--- src/rtl/ckdiv_pkg.sv ---
package ckdiv_pkg;
  localparam int NSRC    = 4;
  localparam int SEL_W   = $clog2(NSRC);
  localparam int SH_W    = 2;
  localparam int DV_W    = 5;
  localparam int MUX_LSB = 16;
  localparam int SH_LSB  = 4;
  localparam int DV_LSB  = 8;
  localparam int PRE_W   = (1 << SH_W) - 1;
  localparam int POS_W   = DV_W + PRE_W;
  localparam int RAT_W   = POS_W + 1;

  typedef struct packed {
    logic [SEL_W-1:0] mux;
    logic [SH_W-1:0]  sh;
    logic [DV_W-1:0]  dv;
  } cfg_t;

  function automatic logic [31:0] cfg_to_word(cfg_t c);
    logic [31:0] w;
    w = '0;
    w[MUX_LSB +: SEL_W] = c.mux;
    w[SH_LSB  +: SH_W]  = c.sh;
    w[DV_LSB  +: DV_W]  = c.dv;
    return w;
  endfunction
endpackage

--- src/rtl/ckdiv_regs.sv ---
module ckdiv_regs
  import ckdiv_pkg::*;
(
  input  logic        clk,
  input  logic        rst,
  input  logic        we,
  input  logic [31:0] wdata,
  output logic [31:0] rdata,
  output cfg_t        cfg
);
  cfg_t q;

  always_ff @(posedge clk) begin
    if (rst) begin
      q <= '0;
    end else if (we) begin
      q.mux <= wdata[MUX_LSB +: SEL_W];
      q.sh  <= wdata[SH_LSB  +: SH_W];
      q.dv  <= wdata[DV_LSB  +: DV_W];
    end
  end

  // Bits outside the three fields are dropped on purpose.
  logic unused_wbits;
  assign unused_wbits = ^{wdata[31:MUX_LSB+SEL_W], wdata[MUX_LSB-1:DV_LSB+DV_W],
                          wdata[DV_LSB-1:SH_LSB+SH_W], wdata[SH_LSB-1:0]};

  assign rdata = cfg_to_word(q);
  assign cfg   = q;

  // without a strobe the stored word must not move
  a_r3_hold: assert property (@(posedge clk) disable iff (rst)
    !we |=> $stable(q));
endmodule

--- src/rtl/ckdiv_edges.sv ---
module ckdiv_edges #(
  parameter int N = 4
) (
  input  logic         clk,
  input  logic         rst,
  input  logic [N-1:0] src,
  output logic [N-1:0] lvl,
  output logic [N-1:0] rise
);
  for (genvar i = 0; i < N; i++) begin : g_src
    logic s1, s2;
    always_ff @(posedge clk) begin
      if (rst) begin
        s1 <= 1'b0;
        s2 <= 1'b0;
      end else begin
        s1 <= src[i];
        s2 <= s1;
      end
    end
    assign lvl[i]  = s1;
    assign rise[i] = s1 & ~s2;
  end
endmodule

--- src/rtl/ckdiv_pre.sv ---
module ckdiv_pre
  import ckdiv_pkg::*;
(
  input  logic             clk,
  input  logic             rst,
  input  logic             step,
  input  logic [SH_W-1:0]  sh,
  output logic             wrap,
  output logic [PRE_W-1:0] cnt_nx
);
  logic [PRE_W-1:0] cnt_q;
  logic [PRE_W-1:0] last;

  assign last   = PRE_W'((32'd1 << sh) - 32'd1);
  assign wrap   = step && (cnt_q == last);
  assign cnt_nx = !step ? cnt_q : (wrap ? '0 : cnt_q + 1'b1);

  always_ff @(posedge clk) begin
    if (rst) cnt_q <= '0;
    else     cnt_q <= cnt_nx;
  end

  // prescale count stays inside 0 .. 2^S-1
  a_r4_pre_range: assert property (@(posedge clk) disable iff (rst)
    cnt_q <= last);
endmodule

--- src/rtl/ckdiv_int.sv ---
module ckdiv_int
  import ckdiv_pkg::*;
(
  input  logic            clk,
  input  logic            rst,
  input  logic            step,
  input  logic [DV_W-1:0] dv,
  output logic            wrap,
  output logic [DV_W-1:0] cnt_nx
);
  logic [DV_W-1:0] cnt_q;

  assign wrap   = step && (cnt_q == dv);
  assign cnt_nx = !step ? cnt_q : (wrap ? '0 : cnt_q + 1'b1);

  always_ff @(posedge clk) begin
    if (rst) cnt_q <= '0;
    else     cnt_q <= cnt_nx;
  end

  // second-stage count never passes N
  a_r4_div_range: assert property (@(posedge clk) disable iff (rst)
    cnt_q <= dv);
endmodule

--- src/rtl/ckdiv_top.sv ---
module ckdiv_top
  import ckdiv_pkg::*;
(
  input  logic             clk,
  input  logic             rst,
  input  logic             cfg_we,
  input  logic [31:0]      cfg_wdata,
  output logic [31:0]      cfg_rdata,
  input  logic [NSRC-1:0]  src_clk,
  output logic             out_clk,
  output logic             out_tick,
  output logic [SEL_W-1:0] act_src
);
  cfg_t pend, act_q, act_n;
  logic park_q, park_n, out_q, out_n, tick_q, tick_n;
  logic [NSRC-1:0] lvl, rise;
  logic rise_act, step, pre_wrap, bnd, mux_chg, unit_n;
  logic [PRE_W-1:0] pre_nx;
  logic [DV_W-1:0]  div_nx;
  logic [POS_W-1:0] pos_n;
  logic [RAT_W-1:0] rat_n, half_n;

  ckdiv_regs u_regs (
    .clk(clk), .rst(rst), .we(cfg_we), .wdata(cfg_wdata),
    .rdata(cfg_rdata), .cfg(pend)
  );

  ckdiv_edges #(.N(NSRC)) u_edges (
    .clk(clk), .rst(rst), .src(src_clk), .lvl(lvl), .rise(rise)
  );

  assign rise_act = rise[act_q.mux];
  assign step     = rise_act & ~park_q;

  ckdiv_pre u_pre (
    .clk(clk), .rst(rst), .step(step), .sh(act_q.sh),
    .wrap(pre_wrap), .cnt_nx(pre_nx)
  );

  ckdiv_int u_int (
    .clk(clk), .rst(rst), .step(pre_wrap), .dv(act_q.dv),
    .wrap(bnd), .cnt_nx(div_nx)
  );

  // Period boundary: apply pending word; a new source parks the output.
  always_comb begin
    mux_chg = (pend.mux != act_q.mux);
    act_n   = bnd ? pend : act_q;
    park_n  = bnd ? mux_chg : (park_q & ~rise_act);
    tick_n  = (bnd & ~mux_chg) | (park_q & rise_act);
    pos_n   = (POS_W'(div_nx) << act_n.sh) | POS_W'(pre_nx);
    rat_n   = (RAT_W'(act_n.dv) + RAT_W'(1)) << act_n.sh;
    half_n  = rat_n >> 1;
    unit_n  = (act_n.sh == '0) && (act_n.dv == '0);
    if (park_n)      out_n = 1'b0;
    else if (unit_n) out_n = lvl[act_n.mux];
    else             out_n = ({1'b0, pos_n} < half_n);
  end

  always_ff @(posedge clk) begin
    if (rst) begin
      act_q  <= '0;
      park_q <= 1'b0;
      out_q  <= 1'b0;
      tick_q <= 1'b0;
    end else begin
      act_q  <= act_n;
      park_q <= park_n;
      out_q  <= out_n;
      tick_q <= tick_n;
    end
  end

  assign out_clk  = out_q;
  assign out_tick = tick_q;
  assign act_src  = act_q.mux;

  // parked output is low
  a_r8_park_low: assert property (@(posedge clk) disable iff (rst)
    park_q |-> !out_clk);
  // active configuration moves only at a period start or park entry
  a_r7_cfg_boundary: assert property (@(posedge clk) disable iff (rst)
    (!tick_q && !$rose(park_q)) |-> $stable(act_q));
  // without an edge of the active source nothing advances
  a_r9_no_edge_hold: assert property (@(posedge clk) disable iff (rst)
    !rise_act |=> ($stable(act_q) && $stable(park_q) && !out_tick));
  // the period tick is a single-cycle pulse
  a_r4_tick_pulse: assert property (@(posedge clk) disable iff (rst)
    out_tick |=> !out_tick);
endmodule

--- config.mk ---
export PLATFORM = sky130hd
export DESIGN_NAME = ckdiv_top
export DESIGN_NICKNAME = d
export VERILOG_FILES = /design/src/rtl/ckdiv_pkg.sv /design/src/rtl/ckdiv_regs.sv /design/src/rtl/ckdiv_edges.sv /design/src/rtl/ckdiv_pre.sv /design/src/rtl/ckdiv_int.sv /design/src/rtl/ckdiv_top.sv
export SDC_FILE = /design/constraint.sdc
export NUM_CORES = 1
export LEC_CHECK = 0
export CORE_AREA = 2 2 77 79
export DETAILED_ROUTE_END_ITERATION = 10
export DIE_AREA = 0 0 79 81
export GPL_ROUTABILITY_DRIVEN = 0
export HOLD_SLACK_MARGIN = 0.02
export PLACE_DENSITY = 0.9
export SLEW_MARGIN = 20
export SYNTH_ARGS = -nofsm -noshare
export SYNTH_HDL_FRONTEND = slang
export SYNTH_SLANG_ARGS = --single-unit
--- constraint.sdc ---
create_clock -name clk -period 4.7 [get_ports clk]
set_input_delay 0.94 -clock clk [delete_from_list [all_inputs] [get_ports clk]]
set_output_delay 0.94 -clock clk [all_outputs]
set_load 0.02 [all_outputs]
==> summary.md <==
| Metric | Value |
|---|---|
| Fmax | 0.230 GHz |
| CTS Buffer Depth | 2 |
| Area of the multi-input gates | 1700 um2 |
| CTS Sinks | 37 |
| Reg-to-reg endpoint | out_clk |
| Relative slew margins | 0.416 |
| Initial Util | 0.471 |
| Clock buffer count from CTS | 5 |
| Worst r2r path cells | 18 |
| Number of core rows | 28 |
| Seq cells post-synth | 37 |
| Reg2reg start | act_q[6] |
| Register Area | 741 um2 |
| CTS tree | built |
| Later-pin clock latency in the skew report | 0.30 ns |
| Area grow syn2layout | 10.6% |
| Layout cell share with drive strength beyond 1 | 0.0991 |
| Max Clock Skew | 0.00900 ns |
| Reg2Reg Setup Slack | 0.35 ns |
| Number of antenna violations at the first check in global routing | 0 |
| Worst path cell trace | or3_4 > o32ai_4 > o211a_4 > nand2_4 > mux2i_1 > inv_1 > ha_1 > o21ai_1 > xor2_1 > a31oi_1 > ha_1 > a21o_1 > a21o_1 > a21oi_1 > nand2_1 > a211oi_1 > nand3_1 > o2bb2ai_1 |
| Die width | 79 um |
| Distinct cells, synth | 65 |
| Required time worst endpoint | 4.92 ns |
| Status | finished, final reports clean |
| Via density | 5.73 |
| Worst Setup Start Kind | register |
| Post-Synthesis Cells | 322 |
| Worst path slowest cell | or3_4 |
| Cell family with most CP delay | compound AO/OA/AOI/OAI gates |
| Worst-path clk slew | 0.08 ns |
| Worst-margin pin slew | 0.873 ns |
| HPWL after DPL | 4.65 mm |
| IO Pins | 75 |
| Core Box Area | 5680 um2 |
| Setup_tns | 0 ns |
| Worst-path fanout max | 13 |
| Mapped Area | 2670 um2 |
| RSZ-0062 raised after global routing | no |
| Critical Path End Type | register |
| Hold slack final | 0.502 ns |
| Top_reg_cell synth | dfxtp_1 |
| Hold-critical path endpoint | u_edges.g_src[3].s2 |
| Min Tclk post-route | 4.35 ns |
| CP peak stage delay | 0.43 ns |
| Final Hold Vio Count | 0 |
| Post-CTS setup buffers | 0 |
| I/O Buffers | 28 |
| Worst hold stages | 1 |
| Post-Route WL | 6.09 mm |
| Max H-tree Level | 2 |
| Total congestion overflow | 0 |
| Seq/Total Area, Yosys | 0.277 |
| WL/cell | 14.6 um |
| Resized Gates After CTS | 0 |
| Initial DRC count | 147 |
| Die Height | 81 um |
| WP buf/inv | 1 |
| Critical path class | reg -> reg |
| # diodes | 0 |
| Final slew viol count | 0 |
| Max Cap Viol | 0 |
| Syn avg cell area | 8.30 um2 |
| Synth warn | 0 |
| Layout Nets | 392 |
| Hold-fix buffers, CTS | 0 |
| HP Class | reg -> reg |
| Pre-antenna DRT Iters | 5 |
| CTS root buf | clkbuf_8 |
| Crit share post-route | 0.926 |
| Total track usage | 0.197 |
| Worst IR Drop VDD | 0.234 mV |
| Antenna viol nets, final | 0 |
| Die area | 6400 um2 |
| Leak | 0.00123 uW |
| Fillers | 508 |
| Cell Pwr Density | 261 nW/um2 |
| Final setup viols | 0 |
| Largest net degree at the start of global routing | 22 |
| Vias | 2396 |
| Post-synth EDFFs | 0 |
| Worst EP arrival | 4.57 ns |
| Vias in the first global route | 2275 |
| HP Start | u_edges.g_src[3].s1 |
| DRC viols | 0 |
| Synth async-reset ratio | 0 |
| First-pass GRT wire length | 10.1 mm |
Yosys cell counts, types with 2 or more instances:
cell       n  share of area
o21ai_1    2         0.0037
o31ai_1    2         0.0056
nand3_2    2         0.0075
nor3_1     9          0.017
inv_1      6         0.0084
o211ai_1   3         0.0084
nand2b_1   2         0.0047
o22ai_1    4         0.0094
a21oi_1   15          0.028
ha_1      11          0.051
o21ai_0   10          0.019
and2_1     3         0.0070
nor3_2     2         0.0075
buf_2      2         0.0037
or2_2      2         0.0047
buf_4     26          0.073
dfxtp_1   37           0.28
clkbuf_1   8          0.011
a211oi_1   3         0.0084
mux2i_1   18          0.067
buf_6      4          0.017
nand2_1   24          0.034
nand3_1   10          0.019
nor2_1    34          0.048
nor2b_1   19          0.044
a311oi_1   3         0.0098
a21o_1     3         0.0084
xor2_1    10          0.033
a21oi_2    4          0.013
nor4_1     5          0.012
and3_1     4         0.0094
a31oi_1    2         0.0047
metal layers:
layer  wire (um)  vias to the layer above  global-route usage
li1            -                     1142                   -
met1        2540                     1134               0.231
met2        3030                      105               0.347
met3         350                       15              0.0389
met4         174                        0              0.0914
met5           0                        -                   0
how the worst max path moves through the flow:
| stage | start | end | depth (start not counted) |
|---|---|---|---|
| detailed placement | act_q[6] | out_clk | 19 |
| floorplan | act_src[0] | out_clk | 19 |
| global placement | act_q[6] | out_clk | 18 |
| global route | act_q[6] | out_clk | 18 |
| finish | act_q[6] | out_clk | 18 |
| CTS | act_q[6] | out_clk | 19 |
flip-flops by register name, indices dropped and copies added, names as in the netlist:
register          flops
u_regs.cfg            9
act_q                 7
u_int.cnt_q           5
u_edges.g_src.s1      4
u_edges.g_src.s2      4
u_pre.cnt_q           3
act_src               2
out_clk               1
out_tick              1
park_q                1
report_power, final:
part	leakage (uW)	internal [uW]	total [uW]	switching, uW
Clock	0.0000450	103	222	119
Combinational	0.000882	78.3	206	127
Sequential	0.000302	327	344	16.2
layout by cell type, fill, tap and decap left out, types with 2 or more instances in the layout:
cell type        instances
a311oi_1                 3
clkbuf_8                 5
nor3_2                   2
dfxtp_1                 37
o21ai_0                 10
o31ai_1                  2
nand3_2                  2
o211ai_1                 3
a21o_1                   3
nand2_1                 24
a21oi_2                  4
buf_4                    4
a211oi_1                 3
inv_1                    6
conb_1                  23
o22ai_1                  4
nor2_1                  34
xor2_1                  10
nand2b_1                 2
nor4_1                   5
and3_1                   4
clkinv_2                 2
nor3_1                   9
o21ai_1                  2
ha_1                    11
and2_1                   3
or2_2                    2
a31oi_1                  2
mux2i_1                 18
nand3_1                 10
clkdlybuf4s50_1         28
a21oi_1                 15
nor2b_1                 19
kinds of logic (layout without fill, tap and decap cells):
| kind of cell | after synthesis | after routing | synth area share |
|---|---|---|---|
| simple gates | 126 | 126 | 0.245 |
| compound gates | 68 | 68 | 0.191 |
| buf+inv | 48 | 47 | 0.117 |
| flops | 37 | 37 | 0.277 |
| mux | 21 | 21 | 0.0852 |
| fa+ha+maj | 11 | 11 | 0.0515 |
| xor+xnor | 10 | 10 | 0.0328 |
| other cells | 1 | 23 | 0.00140 |
cell type report:
type | count | share of cell area
tap | 75 | 0.0317
sequential | 37 | 0.251
clock buffer | 6 | 0.0245
timing repair buffer | 32 | 0.105
clock inverter | 2 | 0.00339
inverter | 7 | 0.00889
multi-input combinational | 259 | 0.576
stage by stage:
step	cell area (um2)	util	power, uW	setup slack [ns]	std cells
after global placement	2870	0.506	548	0.476	410
after global routing	2960	0.521	806	0.161	418
after detailed placement	2870	0.506	553	0.420	410
after floorplan	2760	-	513	1.12	344
final	2960	0.521	771	0.349	418
after CTS	2960	0.521	771	0.382	418
Power figures use the tool's default switching activity.
